### src/rtl/seq_pkg.sv
package seq_pkg;
  localparam logic [7:0] HDR_SIG  = 8'h01;
  localparam logic [7:0] HDR_CFG  = 8'h51;
  localparam logic [7:0] HDR_ID   = 8'h71;
  localparam logic [7:0] HDR_END  = 8'h02;
  localparam logic [7:0] HDR_HAND = 8'h3A;

  typedef enum logic [3:0] {
    ST_START, ST_SIG, ST_CFG, ST_ID, ST_HAND, ST_WAIT, ST_MAIN, ST_END, ST_HALT
  } seq_state_t;
endpackage

### src/rtl/seq_reason_sel.sv
module seq_reason_sel (
  input  logic       adapter_on,
  input  logic       chg_done,
  input  logic       int_fault,
  input  logic       over_temp,
  input  logic       over_volt,
  output logic       any_stop,
  output logic [7:0] reason
);
  always_comb begin
    any_stop = adapter_on | chg_done | int_fault | over_temp | over_volt;
    if (chg_done)       reason = 8'h01;
    else if (int_fault) reason = 8'h02;
    else if (over_temp) reason = 8'h03;
    else if (over_volt) reason = 8'h04;
    else                reason = 8'h00;
  end
endmodule

### src/rtl/seq_wait_timer.sv
module seq_wait_timer #(
  parameter int WAIT = 16
) (
  input  logic clk,
  input  logic rst_n,
  input  logic clr,
  input  logic run,
  output logic done
);
  localparam int CW = $clog2(WAIT + 1);
  localparam logic [CW-1:0] LAST = CW'(WAIT - 1);

  logic [CW-1:0] cnt;

  always_ff @(posedge clk or negedge rst_n) begin
    if (!rst_n)                 cnt <= '0;
    else if (clr)               cnt <= '0;
    else if (run && cnt != LAST) cnt <= cnt + 1'b1;
  end

  assign done = (cnt == LAST);
endmodule

### src/rtl/seq_out_reg.sv
module seq_out_reg #(
  parameter int W = 8
) (
  input  logic         clk,
  input  logic         rst_n,
  input  logic         load,
  input  logic [W-1:0] hdr_in,
  input  logic [W-1:0] pay_in,
  input  logic         ready,
  output logic         valid,
  output logic [W-1:0] hdr,
  output logic [W-1:0] pay
);
  always_ff @(posedge clk or negedge rst_n) begin
    if (!rst_n) begin
      valid <= 1'b0;
      hdr   <= '0;
      pay   <= '0;
    end else if (load) begin
      valid <= 1'b1;
      hdr   <= hdr_in;
      pay   <= pay_in;
    end else if (valid && ready) begin
      valid <= 1'b0;
    end
  end
endmodule

### src/rtl/pkt_sequencer.sv
module pkt_sequencer #(
  parameter int         HS_WAIT = 16,
  parameter logic [7:0] SS_VAL  = 8'h80,
  parameter logic [7:0] CFG_VAL = 8'h14,
  parameter logic [7:0] ID_VAL  = 8'h21
) (
  input  logic       clk,
  input  logic       rst_n,
  input  logic       adapter_on,
  input  logic       chg_done,
  input  logic       int_fault,
  input  logic       over_temp,
  input  logic       over_volt,
  input  logic       hs_reply,
  output logic       pkt_valid,
  input  logic       pkt_ready,
  output logic [7:0] pkt_header,
  output logic [7:0] pkt_payload,
  output logic       low_power
);
  import seq_pkg::*;

  seq_state_t st, st_nx;
  logic       any_stop, acc, load, tmr_clr, tmr_run, tmr_done, grant;
  logic [7:0] reason, ld_hdr, ld_pay;

  seq_reason_sel u_sel (
    .adapter_on(adapter_on), .chg_done(chg_done), .int_fault(int_fault),
    .over_temp(over_temp), .over_volt(over_volt),
    .any_stop(any_stop), .reason(reason)
  );

  seq_wait_timer #(.WAIT(HS_WAIT)) u_tmr (
    .clk(clk), .rst_n(rst_n), .clr(tmr_clr), .run(tmr_run), .done(tmr_done)
  );

  seq_out_reg #(.W(8)) u_out (
    .clk(clk), .rst_n(rst_n), .load(load), .hdr_in(ld_hdr), .pay_in(ld_pay),
    .ready(pkt_ready), .valid(pkt_valid), .hdr(pkt_header), .pay(pkt_payload)
  );

  assign acc = pkt_valid & pkt_ready;

  always_comb begin
    st_nx   = st;
    load    = 1'b0;
    ld_hdr  = '0;
    ld_pay  = '0;
    tmr_clr = 1'b0;
    tmr_run = 1'b0;
    grant   = 1'b0;
    case (st)
      ST_START: begin
        load = 1'b1;
        if (any_stop) begin
          ld_hdr = HDR_END; ld_pay = reason; st_nx = ST_END;
        end else begin
          ld_hdr = HDR_SIG; ld_pay = SS_VAL; st_nx = ST_SIG;
        end
      end
      ST_SIG: if (acc) begin
        load = 1'b1; ld_hdr = HDR_CFG; ld_pay = CFG_VAL; st_nx = ST_CFG;
      end
      ST_CFG: if (acc) begin
        load = 1'b1; ld_hdr = HDR_ID; ld_pay = ID_VAL; st_nx = ST_ID;
      end
      ST_ID: if (acc) begin
        load = 1'b1; ld_hdr = HDR_HAND; ld_pay = 8'h00; st_nx = ST_HAND;
      end
      ST_HAND: if (acc) begin
        tmr_clr = 1'b1; st_nx = ST_WAIT;
      end
      ST_WAIT: begin
        tmr_run = 1'b1;
        if (hs_reply) begin
          grant = 1'b1; st_nx = ST_MAIN;
        end else if (tmr_done) begin
          st_nx = ST_MAIN;
        end
      end
      ST_MAIN: if (any_stop) begin
        load = 1'b1; ld_hdr = HDR_END; ld_pay = reason; st_nx = ST_END;
      end
      ST_END: if (acc) st_nx = ST_HALT;
      default: st_nx = ST_HALT;
    endcase
  end

  always_ff @(posedge clk or negedge rst_n) begin
    if (!rst_n) begin
      st        <= ST_START;
      low_power <= 1'b1;
    end else begin
      st <= st_nx;
      if (grant) low_power <= 1'b0;
    end
  end
endmodule

### config.mk
export PLATFORM = sky130hd
export DESIGN_NAME = pkt_sequencer
export DESIGN_NICKNAME = d
export VERILOG_FILES = /design/src/rtl/seq_pkg.sv /design/src/rtl/seq_reason_sel.sv /design/src/rtl/seq_wait_timer.sv /design/src/rtl/seq_out_reg.sv /design/src/rtl/pkt_sequencer.sv
export SDC_FILE = /design/constraint.sdc
export NUM_CORES = 1
export LEC_CHECK = 0
export BUFFER_PORTS_ARGS = -buffer_cell sky130_fd_sc_hd__clkbuf_2
export CAP_MARGIN = 20
export CORE_UTILIZATION = 55
export DETAILED_ROUTE_END_ITERATION = 8
export GPL_TIMING_DRIVEN = 0
export PLACE_DENSITY = 0.81
export SLEW_MARGIN = 20
export SYNTH_ARGS = -nofsm -noshare
export SYNTH_HDL_FRONTEND = slang
export SYNTH_SLANG_ARGS = --single-unit
### constraint.sdc
create_clock -name clk -period 4.1 [get_ports clk]
set_clock_uncertainty 0.1 [all_clocks]
set_input_delay 0.41 -clock clk [delete_from_list [all_inputs] [get_ports clk]]
set_output_delay 0.41 -clock clk [all_outputs]
set_load 0.02 [all_outputs]
==> metrics.yaml, run 1 <==
clock_latency_ns: 0.31
powerDensity_nw_per_um2: 756.5
synth_top_area_share_pct: 44.04
synth-simple-area-share_pct: 19.12
synth_fa_ha_area_share_pct: 2.002
synth_top_family_by_area: "compound AO/OA/AOI/OAI gates"
cts_inserted_buffers: 3
seqPwrFrac_pct: 35.1
worstPathMaxFanout: 4
antenna_left: 0
synth_compound_area_share_pct: 20.82
grt.overflow.total: 0
drv_slew: 0
p_leak_nw: 0.7177
num_antenna_cells: 0
fin_util_pct: 70.59
synthesis.area_um2: 1250
first_iter_violations: 26
grt_util_all_layers_pct: 22.49
synth_area_leaders: "dfrtp_1 (44%), nor2_1 (4.5%), a21o_1 (3.0%)"
dp_hpwl_um: 1778
wl_um: 2456
startpoint_type: "flop"
grt_pass1_wl_um: 4215
hp-class: "in2reg"
crit_type: "reg2reg"
routedWlPerCell_um: 13.80
slew_headroom_pct: 41.15
maxCapViolCount: 0
synth-warning-count: 0
antenna_found_initial: 0
cts-root-buf: "clkbuf_4"
final_hold_viol_count: 0
fin_crit_ns: 2.225
grt_pass1_vias: 930
fin_nets: 163
worstMarginPinSlew_ns: 0.8747
clock_power_share_pct: 9.6
synth-edff-count: 0
fmax_mhz: 449.3
final_layout_size_suffix_gt1_share_pct: 29.14
finalSetupViolations: 0
dieArea_um2: 2467
rows: 16
setup-tns-final_ns: 0
fin_crit_sh_pct: 54.28
regArea_um2: 576.8
synth_cell_type_count: 46
globalplace.congestion: 0.7820
cts_htree_levels: 1
multi_input_area_um2: 598.1
fp.dieW_um: 49.67
die_height_um: 49.67
postSynthCellCount: 121
drc: 0
clk_pin_slew_ns: 0.12
synth-xor-area-share_pct: 3.504
combPwrFrac_pct: 55.3
dr.pass1.iters: 4
vdd_drop_max_mv: 0.4795
whs_ns: 0.2190
post_cts_buffers: 0
synthMuxAreaShare_pct: 1.201
synthFlopType: "dfrtp_1"
area_growth_pct: 15.32
nFillCells: 166
ios: 27
status: "complete, no violations"
swShare_pct: 43.70
initial_core_util_pct: 61.21
viasPerCell: 5.758
async_flop_share_pct: 100.0
syn_avg_cell_area_um2: 10.33
cts.sinks: 23
p_int_uw: 613.9
ys_seq_area_share_pct: 46.15
power.switching_uw: 476.5
portBuffers: 22
grt_max_degree: 24
arrival_ns: 2.33
grt_setup_unrepaired: "false"
vias: 1025
clockBufferDepth: 2
worst_ep_required_time_ns: 4.21
power_mw: 1.090
cts_tree: "done"
core_um2: 2042
worst_setup_path_end_kind: "flop"
synth.largest_area_cell: "dfrtp_1"
synth-seq-cells: 23
critical path: stages (launching register included):
cell and delay [ns]:
dfrtp_1 0.43, ha_1 0.21, and3_1 0.18, ha_1 0.22, or3_4 0.43, o221ai_4 0.24
mux2_4 0.32
path summary, 6_finish.rpt:
kind                              start           end  slack, ns  depth (start not counted)
max                        u_tmr.cnt[0]         st[0]       1.87                          6
min                            hs_reply     low_power       0.22                          2
max reg2reg                u_tmr.cnt[0]         st[0]       1.87                          6
min reg2reg                   low_power     low_power       0.39                          1
max in group asynchronous         rst_n     low_power       3.03                          2
min in group asynchronous         rst_n  u_tmr.cnt[3]       0.51                          2
final cells by class:
cell class              count  area share [%]
flip-flops and latches     23           40.02
inverters                   5           1.302
plain buffers              10           4.688
well taps                  27           2.344
clock buffers               4           1.823
repair buffers             23           8.333
multi-input cells          86           41.49
per-stage QoR:
stage	cell area (um2)	setup WS (ns)	cells
final	1441	1.875	178
after global placement	1405	1.915	173
after CTS	1441	1.874	178
after floorplan	1261	1.976	124
after detailed placement	1405	1.894	173
after global routing	1441	1.801	178
flip-flops by register name (all words and copies together) (netlist names):
signal,flops
low_power,1
u_out.pay,6
st,4
u_tmr.cnt,5
u_out.hdr,6
u_out.valid,1
power groups by stage:
stage,clock (mW),combinational [mW],sequential (mW)
floorplan,0,0.402,0.439
global placement,0,0.586,0.382
detailed placement,0,0.601,0.389
CTS,0.106,0.606,0.384
global route,0.114,0.668,0.396
finish,0.104,0.603,0.383
cells in the mapped netlist (2+ instances only):
master      n
dfrtp_1    22
nor2_1     15
a21oi_1     7
nand2_1     6
a21o_1      5
buf_4       5
inv_1       5
xnor2_1     4
a22o_1      3
buf_2       3
nand2b_1    3
o2bb2ai_1   3
a21boi_0    2
ha_1        2
nand3_1     2
nor3_1      2
nor4_1      2
nor4_2      2
cell families (layout without fill, tap and decap cells):
group / Yosys count / after routing
xor gates and xnor gates: 5 / 5
other: 1 / 4
buffers and inverters: 15 / 42
AOI/OAI and AO/OA: 33 / 33
DFF: 23 / 23
and+or+nand+nor: 41 / 41
muxes: 1 / 1
adders and majority gates: 2 / 2
repair_timing:
item,4_1_cts,5_1_grt
resized for setup,0,0
hold endpoints to repair,22,0
endpoints found under the setup margin,0,0
hold buffers,1,0
placed cells by master, fill, tap and decap left out, types with 2 or more instances in the layout:
cell type  synthesis  routed
clkbuf_4           0       3
nor4_2             2       2
nand3_1            2       2
buf_2              3       3
a21o_1             5       5
nor2_1            15      15
a21oi_1            7       7
buf_4              5       5
dfrtp_1           22      22
ha_1               2       2
xnor2_1            4       4
nor4_1             2       2
nand2b_1           3       3
a22o_1             3       3
conb_1             1       4
clkbuf_1           1       2
a21boi_0           2       2
inv_1              5       5
nor3_1             2       2
nand2_1            6       6
clkbuf_2           0      22
o2bb2ai_1          3       3
layer usage:
layer,GRT usage [%],vias up,share of wire [%]
met1,30.14,502,46
met5,0,-,0
met3,4.012,5,4.6
li1,-,487,-
met4,8.095,0,1.2
met2,36.26,31,48
Note: power is estimated with default switching activity, not from simulation.
==> inputs of run 2 (changes only) <==
--- a/config.mk
+++ b/config.mk
@@ -7,10 +7,10 @@
 export LEC_CHECK = 0
 export BUFFER_PORTS_ARGS = -buffer_cell sky130_fd_sc_hd__clkbuf_2
 export CAP_MARGIN = 20
-export CORE_UTILIZATION = 55
+export CORE_UTILIZATION = 48
 export DETAILED_ROUTE_END_ITERATION = 8
 export GPL_TIMING_DRIVEN = 0
-export PLACE_DENSITY = 0.81
+export PLACE_DENSITY = 0.75
 export SLEW_MARGIN = 20
 export SYNTH_ARGS = -nofsm -noshare
 export SYNTH_HDL_FRONTEND = slang
==> constraint.sdc (replaced) <==
create_clock -name clk -period 2 [get_ports clk]
set_clock_uncertainty 0.1 [all_clocks]
set_input_delay 0.2 -clock clk [delete_from_list [all_inputs] [get_ports clk]]
set_output_delay 0.2 -clock clk [all_outputs]
set_load 0.02 [all_outputs]
==> metrics.yaml, run 2 (synthesized netlist as in run 1, its figures left out) <==
die_height_um: 53.03
worst_setup_path_end_kind: "flop"
dp.cells: 176
area_growth_pct: 22.42
cts_htree_levels: 1
worstPathMaxFanout: 2
vdd_drop_max_mv: 1.034
p_int_mw: 1.350
use_met3_pct: 2.586
maxCapViolCount: 0
final_hold_viol_count: 0
busiest_layer: "met2"
most-common-layout-cells: "clkbuf_2 (22), dfrtp_1 (22), nor2_1 (15)"
placed_area_um2: 1429
grt_util_all_layers_pct: 22.21
slew_headroom_pct: 45.36
clock_latency_ns: 0.31
cts_inserted_buffers: 3
p_leak_nw: 0.7505
clk_pin_slew_ns: 0.12
fin_crit_sh_pct: 103.1
clockBufferDepth: 2
reg_top3: "u_out.hdr (6), u_out.pay (6), u_tmr.cnt (5)"
r2r_end: "st[0]"
finalSetupViolations: 1
fin_ws_ns: -0.06182
rows: 18
drc: 0
cts.sinks: 23
whs_endpoint: "low_power"
viasPerCell: 5.569
grt.overflow.total: 0
powerDensity_nw_per_um2: 1554
power.switching_mw: 1.028
grt_setup_unrepaired: "true"
clock_power_share_pct: 9.0
hp-class: "in2reg"
first_iter_violations: 40
r2r_cells: 6
seqPwrFrac_pct: 32.9
routedWlPerCell_um: 14.48
grtUsageMet2_pct: 39.45
setup-tns-final_ns: -0.06182
worst_ep_required_time_ns: 2.11
arrival_ns: 2.17
fin_nets: 170
crit_type: "reg2reg"
finalInstanceArea_um2: 1530
swShare_pct: 43.23
antenna_found_initial: 0
fp.dieW_um: 53.03
wl_um: 2722
globalplace.congestion: 0.7876
initial_core_util_pct: 50.45
dieArea_um2: 2812
layout.cells.non_filler: 188
vias: 1047
grt_pass1_wl_um: 4471
grt_pass1_vias: 1008
cts-root-buf: "clkbuf_4"
core_um2: 2477
fmax_mhz: 485.0
num_antenna_cells: 0
worstMarginPinSlew_ns: 0.8121
final_layout_size_suffix_gt1_share_pct: 35.44
combPwrFrac_pct: 58.0
r2r_slack_ns: -0.06
portBuffers: 22
grt_max_degree: 24
hold_start: "hs_reply"
violations: "setup timing"
drv_slew: 0
fin_crit_ns: 2.062
status: "finished with violations"
cts_tree: "done"
reg2reg_from: "u_tmr.cnt[0]"
antenna_left: 0
hold_depth: 2
dr.pass1.iters: 4
startpoint_type: "flop"
dp_hpwl_um: 1929
power_mw: 2.378
ios: 27
grtUsageMet1_pct: 27.42
nFillCells: 232
run 2: changes by cell type in the layout (fill, tap and decap cells not counted), sizes merged:
cell | previous run | this run
buf | 9 | 16
run 2: layout make-up:
class | instances | area [um2] | share of cell area (%)
buffer | 10 | 67.56 | 4.415
clock buffer | 4 | 26.28 | 1.717
inverter | 5 | 18.77 | 1.226
multi-input combinational | 86 | 630.6 | 41.21
sequential | 23 | 576.8 | 37.69
tap | 30 | 37.54 | 2.453
timing repair buffer | 30 | 172.7 | 11.28
run 2: how the worst max path moves through the flow:
stage	from	end	slack (ns)	cells after the start
after floorplan	u_tmr.cnt[0]	st[0]	-0.05	6
after global placement	u_tmr.cnt[0]	st[0]	-0.12	6
after detailed placement	u_tmr.cnt[1]	st[0]	-0.15	6
after CTS	u_tmr.cnt[0]	st[0]	-0.05	6
after global routing	u_tmr.cnt[0]	st[0]	-0.10	6
final	u_tmr.cnt[0]	st[0]	-0.06	6
run 2: critical path: stages, from the launching register on:
cell and delay [ns]:
dfrtp_1 0.42, ha_2 0.19, and3_4 0.18, ha_4 0.15, or3_4 0.40, o221ai_4 0.20
mux2_4 0.32
run 2: timing repair:
| item | CTS | global route |
|---|---|---|
| endpoints found under the setup margin | 1 | 14 |
| setup buffers | 6 | 1 |
| hold buffers | 1 | 0 |
| endpoints found under the hold margin | 22 | 0 |
| pin swaps | 4 | 0 |
| resized for setup | 0 | 2 |
run 2: power groups by stage:
stage / Sequential [mW] / Combinational (mW) / Clock, mW
4_1_cts: 0.781 / 1.35 / 0.222
3_3_place_gp: 0.788 / 1.22 / 0
5_1_grt: 0.807 / 1.51 / 0.237
3_5_place_dp: 0.796 / 1.26 / 0
2_1_floorplan: 0.902 / 0.837 / 0
6_report: 0.784 / 1.38 / 0.215
run 2: metrics by stage:
| step | setup WS [ns] | util (%) | hold WS, ns |
|---|---|---|---|
| after floorplan | -0.05062 | - | -0.1956 |
| after global placement | -0.1194 | 57.68 | 0.1123 |
| after detailed placement | -0.1526 | 57.68 | 0.1254 |
| after CTS | -0.05181 | 60.96 | 0.01704 |
| after global routing | -0.1013 | 61.77 | 0.02323 |
| final | -0.06182 | 61.77 | 0.01476 |
run 2: metal layers:
metal  share of wire (%)  up-vias
met5                   0        -
met2                  50       20
met4                 1.8        0
met1                  45      520
met3                 3.3        5
li1                    -      502
